===== src/rtl/seq_pkg.sv =====
package seq_pkg;
    localparam int CAL_LSB  = 0;
    localparam int RATE_LSB = 3;
    localparam int CONT_BIT = 6;
    localparam int CFG_W    = 7;

    typedef enum logic [1:0] {ST_IDLE, ST_OFS, ST_GAIN, ST_CONV} seq_state_e;
    typedef enum logic [1:0] {JOB_CONV = 2'd0, JOB_OFS = 2'd1, JOB_GAIN = 2'd2} job_kind_e;

    typedef struct packed {
        logic go_ofs;
        logic go_gain;
        logic chain;
        logic sys;
    } cal_plan_t;
endpackage


===== src/rtl/seq_cal_decode.sv =====
module seq_cal_decode
    import seq_pkg::*;
(
    input  logic [2:0] code,
    output cal_plan_t  plan
);
    always_comb begin
        plan = '0;
        case (code)
            3'b001: plan.go_ofs = 1'b1;
            3'b010: plan.go_gain = 1'b1;
            3'b011: begin plan.go_ofs = 1'b1; plan.chain = 1'b1; end
            3'b101: begin plan.go_ofs = 1'b1; plan.sys = 1'b1; end
            3'b110: begin plan.go_gain = 1'b1; plan.sys = 1'b1; end
            default: plan = '0;
        endcase
    end
endmodule


===== src/rtl/seq_cmd_decode.sv =====
module seq_cmd_decode #(
    parameter int CMD_W = 8
) (
    input  logic [CMD_W-1:0] cmd_byte,
    output logic             is_single,
    output logic             is_stop
);
    localparam int CB_POS = CMD_W - 1;
    localparam int SC_POS = CMD_W - 2;
    localparam logic [CMD_W-1:0] SINGLE_CODE = (CMD_W'(1) << CB_POS) | (CMD_W'(1) << SC_POS);
    localparam logic [CMD_W-1:0] STOP_CODE   = CMD_W'(1) << CB_POS;

    assign is_single = (cmd_byte == SINGLE_CODE);
    assign is_stop   = (cmd_byte == STOP_CODE);
endmodule


===== src/rtl/seq_rd_mux.sv =====
module seq_rd_mux #(
    parameter int DW = 24,
    parameter int CW = 8
) (
    input  logic [1:0]    sel,
    input  logic [DW-1:0] ofs,
    input  logic [DW-1:0] gain,
    input  logic [DW-1:0] data,
    input  logic [CW-1:0] cfg_word,
    output logic [DW-1:0] rd_data
);
    localparam int PAD = DW - CW;

    always_comb begin
        case (sel)
            2'd0:    rd_data = ofs;
            2'd1:    rd_data = gain;
            2'd2:    rd_data = {{PAD{1'b0}}, cfg_word};
            default: rd_data = data;
        endcase
    end
endmodule


===== src/rtl/cal_conv_seq.sv =====
module cal_conv_seq
    import seq_pkg::*;
#(
    parameter int DW = 24
) (
    input  logic                clk,
    input  logic                rst_n,
    input  logic                cfg_wr,
    input  logic [CFG_W-1:0]    cfg_wdata,
    input  logic                cmd_valid,
    input  logic [7:0]          cmd_byte,
    input  logic                rd_en,
    input  logic [1:0]          rd_sel,
    output logic [DW-1:0]       rd_data,
    output logic                busy,
    output logic                mod_start,
    output logic [1:0]          mod_kind,
    output logic                mod_sys,
    output logic                mod_first,
    output logic [2:0]          mod_rate,
    input  logic                mod_done,
    input  logic [DW-1:0]       mod_value
);
    localparam logic [DW-1:0] GAIN_RST = DW'(1) << (DW - 2);

    typedef struct packed {
        seq_state_e       st;
        logic             start;
        job_kind_e        kind;
        logic             sys;
        logic             first;
        logic             chain;
        logic             stop;
        logic [2:0]       rate;
        logic [CFG_W-1:0] cfg;
        logic             done;
        logic [DW-1:0]    ofs;
        logic [DW-1:0]    gain;
        logic [DW-1:0]    data;
    } seq_reg_t;

    localparam seq_reg_t RST = '{st: ST_IDLE, start: 1'b0, kind: JOB_CONV, sys: 1'b0,
                                 first: 1'b0, chain: 1'b0, stop: 1'b0, rate: 3'd0,
                                 cfg: '0, done: 1'b0, ofs: '0, gain: GAIN_RST, data: '0};

    seq_reg_t  q, d;
    cal_plan_t plan;
    logic      cmd_single, cmd_stop;
    logic      done_flag;
    logic [CFG_W-1:0] cfg_low;

    seq_cal_decode u_cal (.code(cfg_wdata[CAL_LSB +: 3]), .plan(plan));
    seq_cmd_decode #(.CMD_W(8)) u_cmd (.cmd_byte(cmd_byte), .is_single(cmd_single), .is_stop(cmd_stop));

    always_comb begin
        d       = q;
        d.start = 1'b0;
        if (rd_en && rd_sel == 2'd3) d.done = 1'b0;
        case (q.st)
            ST_IDLE: begin
                if (cfg_wr) begin
                    d.cfg = cfg_wdata;
                    if (plan.go_ofs || plan.go_gain) begin
                        d.st    = plan.go_ofs ? ST_OFS : ST_GAIN;
                        d.kind  = plan.go_ofs ? JOB_OFS : JOB_GAIN;
                        d.start = 1'b1;
                        d.sys   = plan.sys;
                        d.chain = plan.chain;
                        d.first = 1'b0;
                        d.rate  = cfg_wdata[RATE_LSB +: 3];
                        d.done  = 1'b0;
                    end
                end else if (cmd_valid && cmd_single) begin
                    d.st    = ST_CONV;
                    d.kind  = JOB_CONV;
                    d.start = 1'b1;
                    d.sys   = 1'b0;
                    d.first = 1'b1;
                    d.stop  = 1'b0;
                    d.rate  = q.cfg[RATE_LSB +: 3];
                    d.done  = 1'b0;
                end
            end
            ST_OFS: begin
                if (mod_done) begin
                    d.ofs = mod_value;
                    if (q.chain) begin
                        d.st    = ST_GAIN;
                        d.kind  = JOB_GAIN;
                        d.start = 1'b1;
                        d.chain = 1'b0;
                    end else begin
                        d.st                 = ST_IDLE;
                        d.cfg[CAL_LSB +: 3]  = 3'b000;
                        d.done               = 1'b1;
                    end
                end
            end
            ST_GAIN: begin
                if (mod_done) begin
                    d.gain               = mod_value;
                    d.st                 = ST_IDLE;
                    d.cfg[CAL_LSB +: 3]  = 3'b000;
                    d.done               = 1'b1;
                end
            end
            default: begin
                if (cmd_valid && cmd_stop) d.stop = 1'b1;
                if (mod_done) begin
                    d.data = mod_value;
                    d.done = 1'b1;
                    if (q.cfg[CONT_BIT] && !d.stop) begin
                        d.start = 1'b1;
                        d.first = 1'b0;
                    end else begin
                        d.st   = ST_IDLE;
                        d.stop = 1'b0;
                    end
                end
            end
        endcase
    end

    always_ff @(posedge clk) begin
        if (!rst_n) q <= RST;
        else        q <= d;
    end

    assign done_flag = q.done;
    assign cfg_low   = q.cfg;
    assign busy      = (q.st != ST_IDLE);
    assign mod_start = q.start;
    assign mod_kind  = q.kind;
    assign mod_sys   = q.sys;
    assign mod_first = q.first;
    assign mod_rate  = q.rate;

    seq_rd_mux #(.DW(DW), .CW(CFG_W + 1)) u_rd (
        .sel(rd_sel), .ofs(q.ofs), .gain(q.gain), .data(q.data),
        .cfg_word({done_flag, cfg_low}), .rd_data(rd_data)
    );
endmodule


===== config.mk =====
export PLATFORM = sky130hd
export DESIGN_NAME = cal_conv_seq
export DESIGN_NICKNAME = d
export VERILOG_FILES = /design/src/rtl/seq_pkg.sv /design/src/rtl/seq_cal_decode.sv /design/src/rtl/seq_cmd_decode.sv /design/src/rtl/seq_rd_mux.sv /design/src/rtl/cal_conv_seq.sv
export SDC_FILE = /design/constraint.sdc
export NUM_CORES = 1
export LEC_CHECK = 0
export BUFFER_PORTS_ARGS = -buffer_cell sky130_fd_sc_hd__buf_2
export CAP_MARGIN = 20
export CORE_MARGIN = 4
export CORE_UTILIZATION = 59
export CTS_BUF_LIST = sky130_fd_sc_hd__clkbuf_16
export CTS_CLUSTER_DIAMETER = 100
export DETAILED_ROUTE_END_ITERATION = 8
export PLACE_DENSITY = 0.84
export SYNTH_ARGS = -nofsm -noshare
export SYNTH_HDL_FRONTEND = slang
export SYNTH_SLANG_ARGS = --single-unit
export TNS_END_PERCENT = 1

===== constraint.sdc =====
create_clock -name clk -period 3.8 [get_ports clk]
set_input_delay 0.19 -clock clk [delete_from_list [all_inputs] [get_ports clk]]
set_output_delay 0.19 -clock clk [all_outputs]
set_load 0.03 [all_outputs]

==> run_results.csv, run 1 <==
group,metric,value,unit
pwr,power_density,422.3,nW/um2
synthesis,synthFlopType,"dfxtp_1",
setup_path,worst_path_max_delay_cell,"nand2_1",
floorplan,io_pins,80,
timing,fin_tns_setup,0,ns
floorplan,start_util,61.29,%
setup_path,path_class,"flip-flop to flip-flop",
routing,post-route-drc-count,0,
timing,finClkSkew,0.008531,ns
synthesis,netlist_instances,511,
cells_and_area,final_nets,611,
routing,ant_nets,0,
setup_path,cp-start-kind,"flip-flop",
job,cap_violations,0,
cells_and_area,area_growth,14.56,%
timing,maxSlewViolCount,0,
floorplan,die_y,92.48,um
grt,grt.overflow.total,0,
timing,period_needed,2.168,ns
clock_network,cts_tree,"done",
clock_network,clockBufferDepth,2,
clock_network,ctsResizeCount,0,
synthesis,synth_compound_area_share,17.50,%
clock_network,numCtsBuffers,9,
synthesis,avgSynthCellArea,8.239,um2
clock_network,clock-sinks,92,
setup_path,worstPathRequired,3.97,ns
floorplan,die_area,8552,um2
placement,place.port_buffers,79,
synthesis,ys_ff_latch,92,
pwr,peakVddDrop,253.5,uV
setup_path,path_delay_family,"compound AO/OA/AOI/OAI gates",
timing,setup-violations-final,0,
cells_and_area,fin_area,4823,um2
clock_network,ctsHtreeMaxLevel,3,
setup_path,rr_startpoint,"q[90]$_SDFFE_PN0P_",
setup_path,worstPathArrival,2.34,ns
synthesis,synth-seq-area-share,43.74,%
synthesis,synthesis.nets,562,
routing,drtPass1Iterations,5,
clock_network,cts.clk_slew.worst_paths,0.07,ns
floorplan,core,6869,um2
grt,first_global_vias,3796,
timing,fmax,461.2,MHz
outcome,status,"complete, no violations",
worst_hold_path,whs_path_depth,3,
placement,dpl_cell_area,4539,um2
worst_hold_path,hold_class,"input pin to flip-flop",
setup_path,cp_max_fo,25,
synthesis,yosysTopAreaCell,"dfxtp_1",
grt,antenna_found_initial,0,
clock_network,clk_latency,0.34,ns
floorplan,die_w,92.48,um
routing,vias,3869,
routing,wl,10470,um
floorplan,rows,30,
synthesis,yosys_warnings,0,
setup_path,cp_num_buf_inv,0,
worst_hold_path,worstHoldStart,"mod_value[19]",
setup_path,r2r_cells,4,
cells_and_area,finalNonFillerCells,661,
setup_path,rrSetupSlack,1.63,ns
cells_and_area,n_antenna_cell,0,
timing,slew_headroom,28.98,%
timing,hold_viol_final,0,
synthesis,synth_adder_area_share,1.189,%
synthesis,synthesis.area,4210,um2
cells_and_area,layout_common_cells,"160 x nand2_1, 92 x dfxtp_1, 81 x a21oi_1",
synthesis,async_flop_share,0,%
timing,finalCritPeriodShare,57.06,%
cells_and_area,final_common_cell,"nand2_1",
synthesis,synth_top_family_by_area,"simple AND/OR/NAND/NOR gates",
placement,place_hpwl,6806,um
clock_network,postCtsSetupBuffers,0,
timing,tightest_slew,1.065,ns
synthesis,synth_top_cells_by_area,"dfxtp_1 44%, nand2_1 14%, a21oi_1 9.6%",
grt,grt_max_degree,62,
cells_and_area,layout-drive-gt1-share,22.48,%
synthesis,synth_edf_count,0,
worst_hold_path,min_to,"q[19]$_SDFFE_PN0P_",
routing,wl_per_cell,15.83,um
placement,place.gp.congestion,0.9177,
timing,rsz0062_at_grt,"no",
synthesis,synth_cell_types,48,
grt,grt_pass1_wl,17430,um
synthesis,yosys.area_share.simple,21.66,%
pwr,p_leak,1.877,nW
clock_network,holdBufCountCts,0,
placement,place_inst,644,
setup_path,max_stage_delay,0.62,ns
routing,via_per_inst,5.853,
setup_path,end_kind,"flip-flop",
setup_path,crit_chain,"ha_1, nand2_1, a222oi_1, a211oi_1",
synthesis,synthXorXnorAreaFrac,0.2080,%
grt,grt.total_usage,25.10,%
clock_network,cts_root_buf,"clkbuf_16",
routing,drtIter0Drc,320,
setup_path,r2r-end,"q[84]$_SDFFE_PN0P_",
synthesis,synthMuxAreaShare,10.46,%
synthesis,yosys.area.top_type_share,43.74,%
## sequential cells by signal, indices dropped and copies added, names as in the netlist
register   cells
done_flag      1
mod_first      1
mod_rate       3
mod_sys        1
mod_kind       2
cfg_low        7
q             76
mod_start      1
## logic make-up (layout without fill, tap and decap cells)
kind of cell    count (synthesis)  after routing
simple gates                  213            213
compound gates                119            119
flops                          92             92
buf+inv                        50            104
mux                            32             32
fa+ha+maj                       4              4
xor+xnor                        1              1
## through the flow
stage               setup slack (ns)  utilization (%)  power, mW  hold WS, ns
finish                         1.632            70.22      2.037       0.1059
global route                   1.462            70.22      2.105       0.1055
CTS                            1.638            70.11      2.042      0.09958
detailed placement             1.640            66.08      1.217       0.4453
global placement               1.695            66.08      1.213       0.4381
floorplan                      1.985                -      1.154       0.3140
## where the power goes
part	switching (mW)	total (mW)	internal (mW)
combinational	0.132	0.206	0.0738
clock	0.390	0.837	0.447
sequential	0.0113	0.994	0.983
## synthesized netlist by cell type (2+ instances only)
cell type	instances
a22o_1	16
nor2b_1	2
o21ai_0	4
a31oi_1	2
nor2_1	10
nand2_1	160
nand2b_1	2
mux2i_1	8
clkbuf_1	28
o31ai_1	3
inv_1	6
nor3_1	4
mux2_2	16
buf_2	5
mux4_2	8
buf_4	5
and2_1	4
buf_1	4
dfxtp_1	92
nand3b_1	3
nand4_1	2
ha_1	4
nand3_1	18
a21oi_1	81
## cell type report
class | instances | area, um2
multi-input cells | 369 | 2148
fillers | 541 | 2046
flip-flops and latches | 92 | 1842
repair buffers | 81 | 410.4
clock buffers | 9 | 225.2
well taps | 96 | 120.1
clock inverters | 7 | 51.30
inverters | 7 | 26.28
## routing by layer
| layer | part of all wire (%) | global-route usage [%] | vias to the layer above |
|---|---|---|---|
| li1 | - | - | 1853 |
| met1 | 42 | 32.51 | 1831 |
| met2 | 49 | 41.39 | 164 |
| met3 | 7.2 | 4.224 | 21 |
| met4 | 2.0 | 10.52 | 0 |
| met5 | 0 | 0 | - |
## worst register-to-register path: cells and delay by family (launching register included)
kind	cells	cell delay, ns
adder cells (fa/ha/maj)	1	0.33
AND/OR/NAND/NOR	1	0.62
flip-flops	1	0.40
AO/OA/AOI/OAI	2	0.64
## worst max path at each step
stage	cells after the start	end	from
floorplan	8	cfg_low[0]$_SDFFE_PN0P_	q[90]$_SDFFE_PN0P_
global placement	4	rd_data[22]	rd_sel[1]
detailed placement	4	rd_data[22]	rd_sel[1]
CTS	4	rd_data[11]	rd_sel[1]
global route	4	q[84]$_SDFFE_PN0P_	q[90]$_SDFFE_PN0P_
finish	4	q[84]$_SDFFE_PN0P_	q[90]$_SDFFE_PN0P_
(Power assumes the default switching activity.)
==> inputs of run 2 (changes only) <==
--- a/config.mk
+++ b/config.mk
@@ -5,14 +5,15 @@
 export SDC_FILE = /design/constraint.sdc
 export NUM_CORES = 1
 export LEC_CHECK = 0
+export ABC_AREA = 1
 export BUFFER_PORTS_ARGS = -buffer_cell sky130_fd_sc_hd__buf_2
 export CAP_MARGIN = 20
 export CORE_MARGIN = 4
-export CORE_UTILIZATION = 59
+export CORE_UTILIZATION = 55
 export CTS_BUF_LIST = sky130_fd_sc_hd__clkbuf_16
 export CTS_CLUSTER_DIAMETER = 100
 export DETAILED_ROUTE_END_ITERATION = 8
-export PLACE_DENSITY = 0.84
+export PLACE_DENSITY = 0.79
 export SYNTH_ARGS = -nofsm -noshare
 export SYNTH_HDL_FRONTEND = slang
 export SYNTH_SLANG_ARGS = --single-unit
==> constraint.sdc (replaced) <==
create_clock -name clk -period 2.05 [get_ports clk]
set_input_delay 0.1025 -clock clk [delete_from_list [all_inputs] [get_ports clk]]
set_output_delay 0.1025 -clock clk [all_outputs]
set_load 0.03 [all_outputs]
==> run 2 against run 1 <==
Clock skew decreased by 0.0033 ns. Sequential share of layout area decreased by 0.44 points. Final area increased by 1.2%. Core utilization decreased by 3.3 points. Area after synthesis decreased by 1.1%. Sequential power increased by 130%. Critical path depth increased by 5. Synthesized cell count increased by 18%. Clock power increased by 83%. Maximum frequency increased by 32%. Largest cell class unchanged. Flip-flop and latch count unchanged. Final cell count increased by 17%. Highest routed layer unchanged.
==> run_results.csv, run 2 <==
group,metric,value,unit
synthesis,async_flop_share,0,%
pwr,p_comb_share,33.8,%
clock_network,clk_latency,0.34,ns
synthesis,yosysTopAreaCell,"dfxtp_1",
synthesis,synthesis.area,4165,um2
cells_and_area,n_antenna_cell,0,
setup_path,cp_num_buf_inv,3,
clock_network,postCtsSetupBuffers,0,
cells_and_area,fin_area,4880,um2
synthesis,avgSynthCellArea,6.931,um2
placement,place_worst_setup_slack,0.4595,ns
cells_and_area,area_growth,17.15,%
cells_and_area,layout-drive-gt1-share,20.18,%
synthesis,synthesis.nets,652,
synthesis,yosys.area.top_type_share,44.22,%
setup_path,path_class,"flip-flop to flip-flop",
setup_path,cp-start-kind,"flip-flop",
synthesis,synth_edf_count,0,
clock_network,cts_root_buf,"clkbuf_16",
routing,post-route-drc-count,0,
synthesis,ys_ff_latch,92,
setup_path,cp_max_fo,9,
floorplan,start_util,57.12,%
synthesis,netlist_instances,601,
routing,drtIter0Drc,196,
cells_and_area,regMostFlops,"q",
floorplan,die_area,9030,um2
pwr,power_density,1175,nW/um2
synthesis,synth_common_cells,"169 x nor2_1, 115 x nand2_1, 92 x dfxtp_1, 85 x o21ai_0, 25 x nand3_1",
synthesis,synth_cell_types,29,
floorplan,rows,31,
timing,slew_headroom,59.90,%
grt,antenna_found_initial,0,
pwr,p_int,3.557,mW
worst_hold_path,hold_class,"input pin to flip-flop",
pwr,clkPwrFrac,26.8,%
timing,fmax,610.6,MHz
grt,grt_pass1_wl,17390,um
pwr,peakVddDrop,678.2,uV
clock_network,cts_tree,"done",
timing,setup-violations-final,0,
setup_path,crit_chain,"inv_1, ha_1, inv_2, nor2_1, nor3_2, nand2_2, inv_2, nand3_1, a21oi_1",
clock_network,numCtsBuffers,9,
pwr,switching_share,37.95,%
grt,first_global_vias,3852,
timing,finalCritPeriodShare,79.89,%
synthesis,synth.most_common_cell,"nor2_1",
routing,wl_per_cell,13.73,um
timing,finClkSkew,0.005261,ns
cells_and_area,layout_common_cells,"167 x nor2_1, 115 x nand2_1, 92 x dfxtp_1",
setup_path,rr_startpoint,"q[90]$_SDFFE_PN0P_",
timing,period_needed,1.638,ns
worst_hold_path,worstHoldStart,"mod_value[15]",
pwr,total_power,5.732,mW
pwr,p_sw,2.175,mW
pwr,p_leak,2.134,nW
grt,grt.total_usage,24.65,%
outcome,status,"complete, no violations",
placement,place.gp.congestion,0.9169,
placement,place_hpwl,7013,um
timing,fin_ws,0.4123,ns
timing,hold_viol_final,0,
setup_path,crit_path_frequent_cell,"inv_2",
timing,fin_tns_setup,0,ns
setup_path,crit_start,"q[90]$_SDFFE_PN0P_",
setup_path,worstPathRequired,2.31,ns
floorplan,die_y,95.03,um
timing,tightest_slew,0.6015,ns
floorplan,die_w,95.03,um
setup_path,path_delay_family,"simple AND/OR/NAND/NOR gates",
routing,via_per_inst,5.171,
clock_network,ctsResizeCount,0,
timing,maxSlewViolCount,0,
routing,wl,10620,um
floorplan,core,7292,um2
synthesis,synth-seq-area-share,44.22,%
placement,place.port_buffers,79,
job,cap_violations,0,
synthesis,synthFlopType,"dfxtp_1",
timing,rsz0062_at_grt,"no",
cells_and_area,fill_cells,677,
routing,drtPass1Iterations,6,
setup_path,end_kind,"flip-flop",
routing,vias,3997,
cells_and_area,final_nets,720,
clock_network,clock-sinks,92,
setup_path,max_stage_delay,0.37,ns
clock_network,ctsHtreeMaxLevel,3,
clock_network,clockBufferDepth,2,
pwr,seq_power_share,39.5,%
floorplan,io_pins,80,
cells_and_area,largest_reg_flops,76,
setup_path,worst_path_max_delay_cell,"dfxtp_1",
timing,holdWs,0.03787,ns
routing,ant_nets,0,
placement,dpl_cell_area,4594,um2
synthesis,synth_top_cells_by_area,"dfxtp_1 44%, nor2_1 15%, nand2_1 10%",
clock_network,cts.clk_slew.worst_paths,0.07,ns
setup_path,worstPathArrival,1.90,ns
synthesis,yosys_warnings,0,
grt,grt.overflow.total,0,
grt,grt_max_degree,38,
cells_and_area,final_common_cell,"nor2_1",
## run 2: cell count changes after synthesis, moves of 7 or more
cell and change:
nand3_1 +7, mux4_2 -8, mux2_2 -16, nand2_1 -45, inv_2 +10, clkbuf_1 -12
a22o_1 -16, mux2i_1 -8, o21ai_0 +81, nor2_1 +159, a21oi_1 -65, inv_1 +10
## run 2: layout make-up
class	instances	area (um2)	area share (%)
multi-input cells	447	2043	41.87
flip-flops and latches	92	1842	37.74
repair buffers	91	488.0	10.00
clock buffers	9	225.2	4.615
well taps	99	123.9	2.538
inverters	28	107.6	2.205
clock inverters	7	50.05	1.026
## run 2: metrics by stage
step	utilization (%)	cells
final	66.92	773
after global routing	66.92	773
after CTS	66.92	773
after detailed placement	63.01	756
after global placement	63.01	756
after floorplan	-	601
## run 2: what timing repair did
item	4_1_cts	5_1_grt
endpoints found under the hold margin	1	0
hold buffers	1	0
endpoints found under the setup margin	0	0
## run 2: power groups by stage
stage / sequential (mW) / clock (mW) / combinational [mW]
floorplan: 2.29 / 0 / 1.47
global placement: 2.28 / 0 / 1.87
detailed placement: 2.30 / 0 / 1.92
CTS: 2.26 / 1.55 / 1.94
global route: 2.29 / 1.63 / 2.18
finish: 2.26 / 1.53 / 1.94
## run 2: per-layer routing
| layer | part of all wire [%] | wire, um | global-route usage (%) | vias up |
|---|---|---|---|---|
| li1 | - | - | - | 2061 |
| met1 | 43 | 4544 | 29.71 | 1796 |
| met2 | 48 | 5095 | 42.69 | 130 |
| met3 | 8.1 | 863 | 5.525 | 10 |
| met4 | 1.1 | 113 | 9.495 | 0 |
| met5 | 0 | 0 | 0 | - |
## run 2: final timing paths
path	end	slack, ns	depth (start not counted)
worst max register to register	cfg_low[2]$_SDFFE_PN0P_	0.41	9
worst max-delay path	cfg_low[2]$_SDFFE_PN0P_	0.41	9
worst min-delay path	q[63]$_SDFFE_PN0P_	0.04	3
worst min register to register	mod_kind[1]$_SDFFE_PN0P_	0.46	2
## run 2: logic make-up after synthesis
| logic type | count (synthesis) | synth area share [%] |
|---|---|---|
| flip-flops | 92 | 44.22 |
| AND/OR/NAND/NOR | 333 | 33.70 |
| adder cells (fa/ha/maj) | 4 | 1.202 |
| buffers and inverters | 62 | 6.849 |
| AO/OA/AOI/OAI | 110 | 14.03 |
## run 2: worst register-to-register path, delay by kind of cell (launching register included)
| kind | cells | cell delay [ns] |
|---|---|---|
| compound gates | 1 | 0.12 |
| simple gates | 4 | 0.42 |
| flops | 1 | 0.37 |
| fa+ha+maj | 1 | 0.33 |
| buf+inv | 3 | 0.32 |
